### config.mk
export PLATFORM = sky130hd
export DESIGN_NAME = llsc_monitor
export DESIGN_NICKNAME = d
export VERILOG_FILES = /design/src/rtl/llsc_monitor.sv
export SDC_FILE = /design/constraint.sdc
export NUM_CORES = 1
export LEC_CHECK = 0
export BUFFER_PORTS_ARGS = -buffer_cell sky130_fd_sc_hd__buf_2
export CORE_AREA = 2 2 181 183
export CTS_BUF_LIST = sky130_fd_sc_hd__clkbuf_4
export DETAILED_ROUTE_END_ITERATION = 8
export DIE_AREA = 0 0 183 185
export GPL_ROUTABILITY_DRIVEN = 0
export PLACE_DENSITY_LB_ADDON = 0.08
export SYNTH_ARGS = -nofsm -noshare
export SYNTH_HDL_FRONTEND = slang
export SYNTH_SLANG_ARGS = --single-unit
### constraint.sdc
create_clock -name clk -period 6.95 [get_ports clk]
set_input_delay 0.3475 -clock clk [delete_from_list [all_inputs] [get_ports clk]]
set_output_delay 0.3475 -clock clk [all_outputs]
set_load 0.1 [all_outputs]
### src/rtl/llsc_monitor.sv
module llsc_monitor #(
  parameter int N_REQ = 3,
  parameter int AW    = 4,
  parameter int DW    = 16
) (
  input  logic                clk,
  input  logic                rst_n,
  input  logic [N_REQ-1:0]    req_valid,
  output logic [N_REQ-1:0]    req_ready,
  input  logic [2*N_REQ-1:0]  req_op,
  input  logic [AW*N_REQ-1:0] req_addr,
  input  logic [DW*N_REQ-1:0] req_wdata,
  input  logic [N_REQ-1:0]    ctx_switch,
  output logic [N_REQ-1:0]    rsp_valid,
  output logic [DW*N_REQ-1:0] rsp_rdata,
  output logic [N_REQ-1:0]    rsp_ok
);
  localparam int DEPTH = 1 << AW;
  localparam int IW    = (N_REQ > 1) ? $clog2(N_REQ) : 1;
  localparam logic [1:0] OP_LD = 2'd0, OP_ST = 2'd1, OP_LL = 2'd2, OP_SC = 2'd3;

  logic [DW-1:0]    mem [DEPTH];
  logic [N_REQ-1:0] resv_v_q;
  logic [AW-1:0]    resv_a_q [N_REQ];
  logic [IW-1:0]    last_q, g_idx;
  logic             g_any;

  always_comb begin
    g_any = 1'b0;
    g_idx = last_q;
    for (int k = 1; k <= N_REQ; k++) begin
      int c;
      c = (int'(last_q) + k) % N_REQ;
      if (!g_any && req_valid[c]) begin
        g_any = 1'b1;
        g_idx = IW'(c);
      end
    end
  end

  assign req_ready = g_any ? (N_REQ'(1) << g_idx) : '0;

  logic [1:0]    g_op;
  logic [AW-1:0] g_addr;
  logic [DW-1:0] g_wdata, mem_rd;
  logic          sc_ok, wr_en;

  assign g_op    = req_op[2*g_idx +: 2];
  assign g_addr  = req_addr[AW*g_idx +: AW];
  assign g_wdata = req_wdata[DW*g_idx +: DW];
  assign mem_rd  = mem[g_addr];
  assign sc_ok   = g_any && (g_op == OP_SC) && resv_v_q[g_idx] &&
                   (resv_a_q[g_idx] == g_addr) && !ctx_switch[g_idx];
  assign wr_en   = g_any && ((g_op == OP_ST) || sc_ok);

  for (genvar i = 0; i < N_REQ; i++) begin : g_resv
    always_ff @(posedge clk) begin
      if (!rst_n) begin
        resv_v_q[i] <= 1'b0;
        resv_a_q[i] <= '0;
      end else if (ctx_switch[i]) begin
        resv_v_q[i] <= 1'b0;
      end else if (g_any && g_idx == IW'(i)) begin
        if (g_op == OP_LL) begin
          resv_v_q[i] <= 1'b1;
          resv_a_q[i] <= g_addr;
        end else if (g_op == OP_SC) begin
          resv_v_q[i] <= 1'b0;
        end
      end else if (wr_en && resv_a_q[i] == g_addr) begin
        resv_v_q[i] <= 1'b0;
      end
    end
  end

  always_ff @(posedge clk) begin
    if (!rst_n) begin
      for (int d = 0; d < DEPTH; d++) mem[d] <= '0;
    end else if (wr_en) begin
      mem[g_addr] <= g_wdata;
    end
  end

  always_ff @(posedge clk) begin
    if (!rst_n) begin
      last_q    <= IW'(N_REQ - 1);
      rsp_valid <= '0;
      rsp_ok    <= '0;
      rsp_rdata <= '0;
    end else begin
      rsp_valid <= req_ready;
      rsp_ok    <= sc_ok ? req_ready : '0;
      if (g_any) begin
        last_q <= g_idx;
        rsp_rdata[DW*g_idx +: DW] <= mem_rd;
      end
    end
  end

  AST_ONE_GRANT: assert property (@(posedge clk) disable iff (!rst_n)
    $onehot0(req_ready));
  AST_GRANT_VALID: assert property (@(posedge clk) disable iff (!rst_n)
    (req_ready & ~req_valid) == '0);
  AST_OK_WITH_RSP: assert property (@(posedge clk) disable iff (!rst_n)
    (rsp_ok & ~rsp_valid) == '0);
  AST_SC_FAIL_KEEPS: assert property (@(posedge clk) disable iff (!rst_n)
    (g_any && g_op == OP_SC && !sc_ok) |=> mem[$past(g_addr)] == $past(mem[g_addr]));
  AST_CTX_KILLS: assert property (@(posedge clk) disable iff (!rst_n)
    (|ctx_switch) |=> ((resv_v_q & $past(ctx_switch)) == '0));
  AST_SC_DROPS_OWN: assert property (@(posedge clk) disable iff (!rst_n)
    (g_any && g_op == OP_SC) |=> !resv_v_q[$past(g_idx)]);
endmodule

==> results of run 1 <==
[sequential cells by signal (all words and copies together) (netlist names)]
signal	count
mem	256
rsp_rdata	48
resv_a_q	12
resv_v_q	3
rsp_ok	3
rsp_valid	3
last_q	2
[through the flow]
| stage | hold slack (ns) | area, sq um | setup slack [ns] | cells | utilization |
|---|---|---|---|---|---|
| 2_1_floorplan | 0.469 | 15800 | 2.01 | 1592 | - |
| 3_3_place_gp | 0.433 | 16900 | 1.37 | 2025 | 0.528 |
| 3_5_place_dp | 0.437 | 16900 | 1.25 | 2025 | 0.528 |
| 4_1_cts | 0.145 | 18100 | 1.19 | 2190 | 0.566 |
| 5_1_grt | 0.167 | 18100 | 0.761 | 2191 | 0.566 |
| 6_report | 0.180 | 18200 | 1.05 | 2192 | 0.567 |
[cell usage in the layout, fill, tap and decap left out, drive strengths merged, types with 14 or more instances in the layout]
cell type and instances:
clkbuf 137, o31ai 50, dfxtp 59, o21ai 160, buf 191, nor2 77
nand3 197, nand2 111, xor2 16, a21oi 42, nor3 195, inv 14
nor4 22, clkinv 22, edfxtp 268, nand4 117
[per-layer routing]
metal	part of all wire	vias to the layer above	wire (um)	global-route usage
li1	-	6337	-	-
met1	0.41	6670	21700	0.423
met2	0.45	786	23600	0.475
met3	0.11	126	5590	0.0863
met4	0.034	2	1800	0.126
met5	0.00085	-	45	0
[cell families (layout without fill, tap and decap cells)]
kind of cell               Yosys count  count (layout)
AOI/OAI and AO/OA                  291             291
xor gates and xnor gates            19              19
adders and majority gates            7               7
buffers and inverters              180             370
DFF                                327             327
muxes                                8               8
other                                0               2
and+or+nand+nor                    760             760
[tightest hold or removal path, cell delays in order]
cell and delay, ns:
buf_2 0.10, a21oi_4 0.21, nor2_1 0.12
[cell type report]
type / count / area (sq um) / share of cell area
flip-flops and latches: 327 / 9230 / 0.508
multi-input cells: 1085 / 6020 / 0.332
repair buffers: 194 / 1140 / 0.0627
clock buffers: 137 / 1030 / 0.0567
well taps: 408 / 510 / 0.0281
clock inverters: 25 / 164 / 0.00903
inverters: 14 / 52.6 / 0.00289
diodes: 2 / 5.00 / 0.000276
[timing repair]
item | CTS | global route
hold buffers | 3 | 0
endpoints found under the setup margin | 0 | 0
endpoints found under the hold margin | 3 | 0
[final timing paths]
kind         depth (start not counted)            end           from
max                                 10     mem[3][14]      last_q[0]
min                                  3      mem[3][8]  req_wdata[40]
max reg2reg                         10     mem[3][14]      last_q[0]
min reg2reg                          2  rsp_rdata[29]  rsp_rdata[29]
==> results.ini, run 1 <==
[logic_synthesis]
synth_cells=1592
async_flop_share=0
yosys-top-cells-count=edfxtp_1, nand3_1, nor3_1
synth_compound_area_frac=0.110
synth_xor_area_frac=0.0105
synth_ff_type=edfxtp_1
synth.net_count=1673
netlist_area_sq_um=15800
synth_fa_ha_area_frac=0.00553
synth_seq_area_share=0.583
yosys_warnings=0
ys_seq_elements=327
synth-edff-count=268
ys_types=57
syn_area_per_cell_sq_um=9.94
synth_mux_area_frac=0.00522
yosys-top-cells-area=edfxtp_1, dfxtp_1, nand3_1, nor3_1, o21ai_0
synth_top_family_by_area=simple AND/OR/NAND/NOR gates
synth_top_area_cell=edfxtp_1
synthDominantCellAreaShare=0.509
yosys.area_share.simple=0.242
yosysMostFrequentCell=edfxtp_1

[finish]
nets=1792
drive_gt1_frac=0.208
syn_to_final_growth_pct=14.7
fillers=2935

[timing]
report.final.slew_viol_count=0
slew_headroom=0.210
hold_viol_final=0
fin_crit_ns=5.90
fin_tns_setup_ns=0
period_share=0.850
fmax_mhz=169
fin_worst_skew_ns=0.0643
tightest_slew_ns=1.18
setup_viol=0
rsz0062_at_grt=false

[floorplanning]
num_io_pins=131
fp.dieArea_sq_um=33900
core_area_sq_um=32000
die_w_um=183
num_rows=66
die_h_um=185
initial_core_util=0.494

[min_path]
min_path_type=input port to flip-flop

[worst_setup_path]
end_kind=flip-flop
crit_type=flip-flop to flip-flop
path_buf_inv=0
cp_slowest_cell=and3_2
critPathLaunchType=flip-flop
crit_arrival_ns=6.22
cp_cell_sequence=ha_1 > mux2_2 > mux2_2 > or3_1 > nand2_1 > and3_2 > nor2_1 > nor3b_1 > nand3_1 > nand2_1
cpPeakStageDelay_ns=1.06
critPathMaxFanout=67
worst_ep_required_time_ns=7.27
r2r_slack_ns=1.05
crit_family=simple AND/OR/NAND/NOR gates

[clock_network]
clockRootBuffer=clkbuf_4
postCtsSetupBuffers=0
h-tree-depth=3
cts_resized=0
worstSkewPairLatency_ns=0.75
cts_buffer_depth=3
cts.clk_slew.worst_paths_ns=0.07
cts_tree=done
clock_sinks=327
cts-buffers-inserted=89

[routing]
drtIter0Drc=1660
firstDrtPassIters=6
drc_errors=0
via_per_inst=6.35
ant_nets=0
drt-total-wl_um=52800
vias=13900
avgRoutedWirePerCell_um=24.1

[global_route]
grt_max_degree=68
antenna_found_initial=2
track_usage=0.312
grt_pass1_vias=13200
grt_overflow=0
grt_pass1_wl_um=78900

[place]
dp_hpwl_um=33900
io_buffer_count=130

[outcome]
status=finished, final reports clean

[run]
maxCapViolations=0

Power of run 1 is left out: the tool's default activity adds up to more than one toggle a clock period on the data nets, which glitch-free logic cannot reach.
==> inputs of run 2 (changes only) <==
==> constraint.sdc (replaced) <==
create_clock -name clk -period 5 [get_ports clk]
set_input_delay 0.25 -clock clk [delete_from_list [all_inputs] [get_ports clk]]
set_output_delay 0.25 -clock clk [all_outputs]
set_load 0.1 [all_outputs]
==> results.ini, run 2 (synthesis gave the netlist of run 1 again) <==
[outcome]
status=finished, final reports clean

[timing]
setup_viol=0  ; unchanged
fin_crit_ns=4.60  ; -1.31 ns
fmax_mhz=218  ; +28%
tightest_slew_ns=0.940  ; -0.244 ns
slew_headroom=0.365  ; +0.155
report.final.slew_viol_count=0  ; unchanged
fin_tns_setup_ns=0  ; unchanged
setup_slack_ns=0.404  ; -0.641 ns
hold_viol_final=0  ; unchanged
rsz0062_at_grt=false
fin_worst_skew_ns=0.0376  ; -0.0267 ns
period_share=0.919  ; +0.0696

[run]
maxCapViolations=0  ; unchanged

[routing]
drt-total-wl_um=53200  ; +0.70%
via_per_inst=6.38  ; +0.52%
drtIter0Drc=1742  ; +4.9%
ant_nets=0  ; unchanged
vias=14100  ; +0.98%
avgRoutedWirePerCell_um=24.2  ; +0.25%
drc_errors=0  ; unchanged
firstDrtPassIters=6  ; unchanged

[global_route]
antenna_found_initial=2  ; unchanged
track_usage=0.317  ; +0.00494
grt_pass1_vias=13200  ; -0.099%
grt_overflow=0  ; unchanged
grt_pass1_wl_um=80500  ; +2.0%
grt_max_degree=66  ; -2.9%

[worst_setup_path]
end_kind=flip-flop
r2r_start=last_q[0]
startpoint=last_q[0]
critPathLaunchType=flip-flop
worst_ep_required_time_ns=5.67  ; -1.60 ns
cp_cell_sequence=ha_1 > mux2_2 > mux2_2 > or3_1 > nand2_1 > clkinv_1 > nor3_2 > buf_4 > o21ai_0 > nand4_1 > nand4_1 > o31ai_1
cpPeakStageDelay_ns=0.56  ; -0.50 ns
crit_arrival_ns=5.27  ; -0.95 ns
critPathMaxFanout=64  ; -4.5%
r2r_slack_ns=0.40  ; -0.64 ns
cp_slowest_cell=buf_4
crit_type=flip-flop to flip-flop

[clock_network]
h-tree-depth=3  ; unchanged
cts.clk_slew.worst_paths_ns=0.06  ; about the same
clock_sinks=327  ; unchanged
clockRootBuffer=clkbuf_4
cts_buffer_depth=3  ; unchanged
postCtsSetupBuffers=0  ; unchanged
cts_tree=done
cts-buffers-inserted=85  ; -4.5%
worstSkewPairLatency_ns=0.77  ; +0.02 ns

[floorplanning]
num_rows=66  ; unchanged
die_h_um=185  ; unchanged
initial_core_util=0.494  ; unchanged
num_io_pins=131  ; unchanged
die_w_um=183  ; unchanged
fp.dieArea_sq_um=33900  ; unchanged
core_area_sq_um=32000  ; unchanged

[finish]
top_regs=mem: 256 flops, rsp_rdata: 48 flops, resv_a_q: 12 flops
largest-register=mem
syn_to_final_growth_pct=15.3
largest_register_ffs=256  ; unchanged
utilization=0.569  ; +0.00281
nets=1817  ; +1.4%
final_common_cell=edfxtp_1
drive_gt1_frac=0.215  ; +0.00665
layout_common_cells=edfxtp_1, nor3_1, nand3_1
fillers=2880  ; -1.9%

[place]
dp_hpwl_um=34300  ; +1.0%
pre_cts_ws_ns=0.447  ; -0.800 ns
io_buffer_count=130  ; unchanged

[min_path]
min_from=req_wdata[35]
min_path_type=input port to flip-flop

## run 2: worst paths after layout
kind                         to  cells after the start
setup / recovery  rsp_rdata[18]                     12
hold / removal        mem[1][3]                      4
setup reg to reg  rsp_rdata[18]                     12
hold reg to reg   rsp_rdata[25]                      2
## run 2: per-layer routing
metal / GRT usage / part of all wire / vias to the layer above
met5: 0 / 0 / -
met4: 0.124 / 0.032 / 0
met3: 0.0710 / 0.10 / 108
met2: 0.484 / 0.45 / 804
met1: 0.441 / 0.41 / 6776
li1: - / - / 6369
## run 2: critical path: cells and delay by family (launching register included)
family          cells  cell delay [ns]
mux                 2             0.67
compound gates      2             0.63
flops               1             0.40
fa+ha+maj           1             0.36
simple gates        5             1.54
buf+inv             2             0.84
## run 2: timing repair
| action | 4_1_cts | 5_1_grt |
|---|---|---|
| resized for setup | 0 | 1 |
| endpoints found under the setup margin | 0 | 13 |
| endpoints found under the hold margin | 27 | 0 |
| hold buffers | 5 | 0 |
## run 2: final cells by class
class                   count  area, sq um  area share
diodes                      2         5.00    0.000274
clock buffers             126          946      0.0519
clock inverters            17          101     0.00556
inverters                  14         52.6     0.00288
multi-input cells        1085         6020       0.330
flip-flops and latches    327         9230       0.506
well taps                 408          510      0.0280
repair buffers            223         1370      0.0753
## run 2: per-stage QoR
step,hold WS [ns],cell area (sq um),instances
floorplan,0.372,15800,1592
global placement,0.432,17100,2052
detailed placement,0.435,17100,2052
CTS,0.00548,18200,2200
global route,0.0278,18200,2202
finish,0.0578,18200,2202
Power of run 2 is left out for the same reason.
==> inputs of run 3 (changes only) <==
--- a/config.mk
+++ b/config.mk
@@ -11,7 +11,7 @@
 export DETAILED_ROUTE_END_ITERATION = 8
 export DIE_AREA = 0 0 183 185
 export GPL_ROUTABILITY_DRIVEN = 0
-export PLACE_DENSITY_LB_ADDON = 0.08
+export PLACE_DENSITY = 0.68
 export SYNTH_ARGS = -nofsm -noshare
 export SYNTH_HDL_FRONTEND = slang
 export SYNTH_SLANG_ARGS = --single-unit
==> results.ini, run 3 (synthesis gave the netlist of run 1 again) <==
[global_route]
antenna_found_initial=1  ; -1
grt_pass1_vias=13400  ; +2.0%
grt_overflow=0  ; unchanged
grt_pass1_wl_um=75500  ; -6.2%
track_usage=0.291  ; -0.0260
grt_max_degree=65  ; -1.5%

[routing]
via_per_inst=6.35  ; -0.49%
firstDrtPassIters=6  ; unchanged
drt-total-wl_um=49400  ; -7.0%
avgRoutedWirePerCell_um=22.4  ; -7.3%
drc_errors=0  ; unchanged
vias=14000  ; -0.22%
ant_nets=0  ; unchanged
drtIter0Drc=1705  ; -2.1%

[floorplanning]
initial_core_util=0.494  ; unchanged
die_w_um=183  ; unchanged
die_h_um=185  ; unchanged
num_io_pins=131  ; unchanged
fp.dieArea_sq_um=33900  ; unchanged
num_rows=66  ; unchanged
core_area_sq_um=32000  ; unchanged

[clock_network]
clock_sinks=327  ; unchanged
cts_tree=done
h-tree-depth=3  ; unchanged
clockRootBuffer=clkbuf_4
cts_buffer_depth=3  ; unchanged
worstSkewPairLatency_ns=0.75  ; -0.02 ns
cts.clk_slew.worst_paths_ns=0.06  ; about the same
cts-buffers-inserted=86  ; +1.2%

[timing]
rsz0062_at_grt=false
tightest_slew_ns=1.13  ; +0.193 ns
fin_tns_setup_ns=0  ; unchanged
fin_worst_skew_ns=0.0779  ; +0.0403 ns
fin_crit_ns=4.66  ; +0.0601 ns
setup_viol=0  ; unchanged
period_share=0.931  ; +0.0120
whs_ns=0.0907  ; +0.0328 ns
report.final.slew_viol_count=0  ; unchanged
slew_headroom=0.242  ; -0.123
hold_viol_final=0  ; unchanged
fmax_mhz=215  ; -1.3%

[run]
maxCapViolations=0  ; unchanged

[worst_setup_path]
path_buf_inv=4  ; +2
critPathLaunchType=flip-flop
end_kind=flip-flop
cp_slowest_cell=or3_1
cp_cell_sequence=inv_1 > ha_1 > mux2_2 > mux2_2 > or3_1 > nand2_1 > clkinv_1 > nor3_2 > nor2_1 > buf_4 > nor2_1 > nand3_4 > o21ai_1 > buf_4
r2r_slack_ns=0.34  ; -0.06 ns
crit_type=flip-flop to flip-flop
crit_arrival_ns=5.02  ; -0.25 ns
critPathMaxFanout=25  ; -61%
worst_ep_required_time_ns=5.37  ; -0.30 ns
crit_family=simple AND/OR/NAND/NOR gates
cpPeakStageDelay_ns=0.44  ; -0.12 ns

[place]
io_buffer_count=130  ; unchanged
dp_hpwl_um=32300  ; -5.7%

[finish]
largest-register=mem
top_regs=mem: 256 flops, rsp_rdata: 48 flops, resv_a_q: 12 flops
drive_gt1_frac=0.216  ; +0.000832
final_common_cell=edfxtp_1
utilization=0.570  ; +0.00113
nets=1817  ; unchanged
largest_register_ffs=256  ; unchanged
syn_to_final_growth_pct=15.5
layout_common_cells=edfxtp_1, nor3_1, nand3_1

[outcome]
status=finished, final reports clean

[min_path]
min_path_type=input port to flip-flop

## run 3: worst reg2reg max path, cell delays in order (launching register included)
cell and delay (ns):
dfxtp_1 0.34, inv_1 0.10, ha_1 0.33, mux2_2 0.40, mux2_2 0.29, or3_1 0.45, nand2_1 0.31, clkinv_1 0.33
nor3_2 0.40, nor2_1 0.08, buf_4 0.19, nor2_1 0.21, nand3_4 0.33, o21ai_1 0.27, buf_4 0.26
## run 3: final timing paths
check	from	to	cells past startpoint
min reg2reg	rsp_rdata[34]	rsp_rdata[34]	2
max	last_q[1]	mem[12][6]	14
max reg2reg	last_q[1]	mem[12][6]	14
min	req_wdata[38]	mem[1][6]	4
## run 3: routing by layer
layer  global-route usage  part of all wire  vias up
met3               0.0621             0.096      114
met5                    0                 0        -
met4                0.108             0.029        0
li1                     -                 -     6378
met2                0.476              0.48      762
met1                0.382              0.40     6772
## run 3: final cells by class
type | count | area [sq um]
fill | 2841 | 13800
timing repair buffer | 222 | 1380
clock inverter | 17 | 100
antenna | 1 | 2.50
inverter | 14 | 52.6
sequential | 327 | 9230
multi-input combinational | 1085 | 6000
clock buffer | 134 | 1010
tap | 408 | 510
## run 3: through the flow
| step | instance area [sq um] | worst slack (ns) | instances |
|---|---|---|---|
| floorplan | 15800 | 0.0552 | 1592 |
| global placement | 17100 | 0.470 | 2050 |
| detailed placement | 17100 | 0.256 | 2050 |
| CTS | 18300 | 0.177 | 2205 |
| global route | 18300 | 0.0246 | 2208 |
| finish | 18300 | 0.344 | 2208 |
## run 3: timing repair
action	4_1_cts	5_1_grt
buffers inserted	0	2
gates resized for setup	0	1
hold endpoints to repair	22	0
hold buffers	4	0
setup endpoints to repair	0	142
Power of run 3 is left out for the same reason.
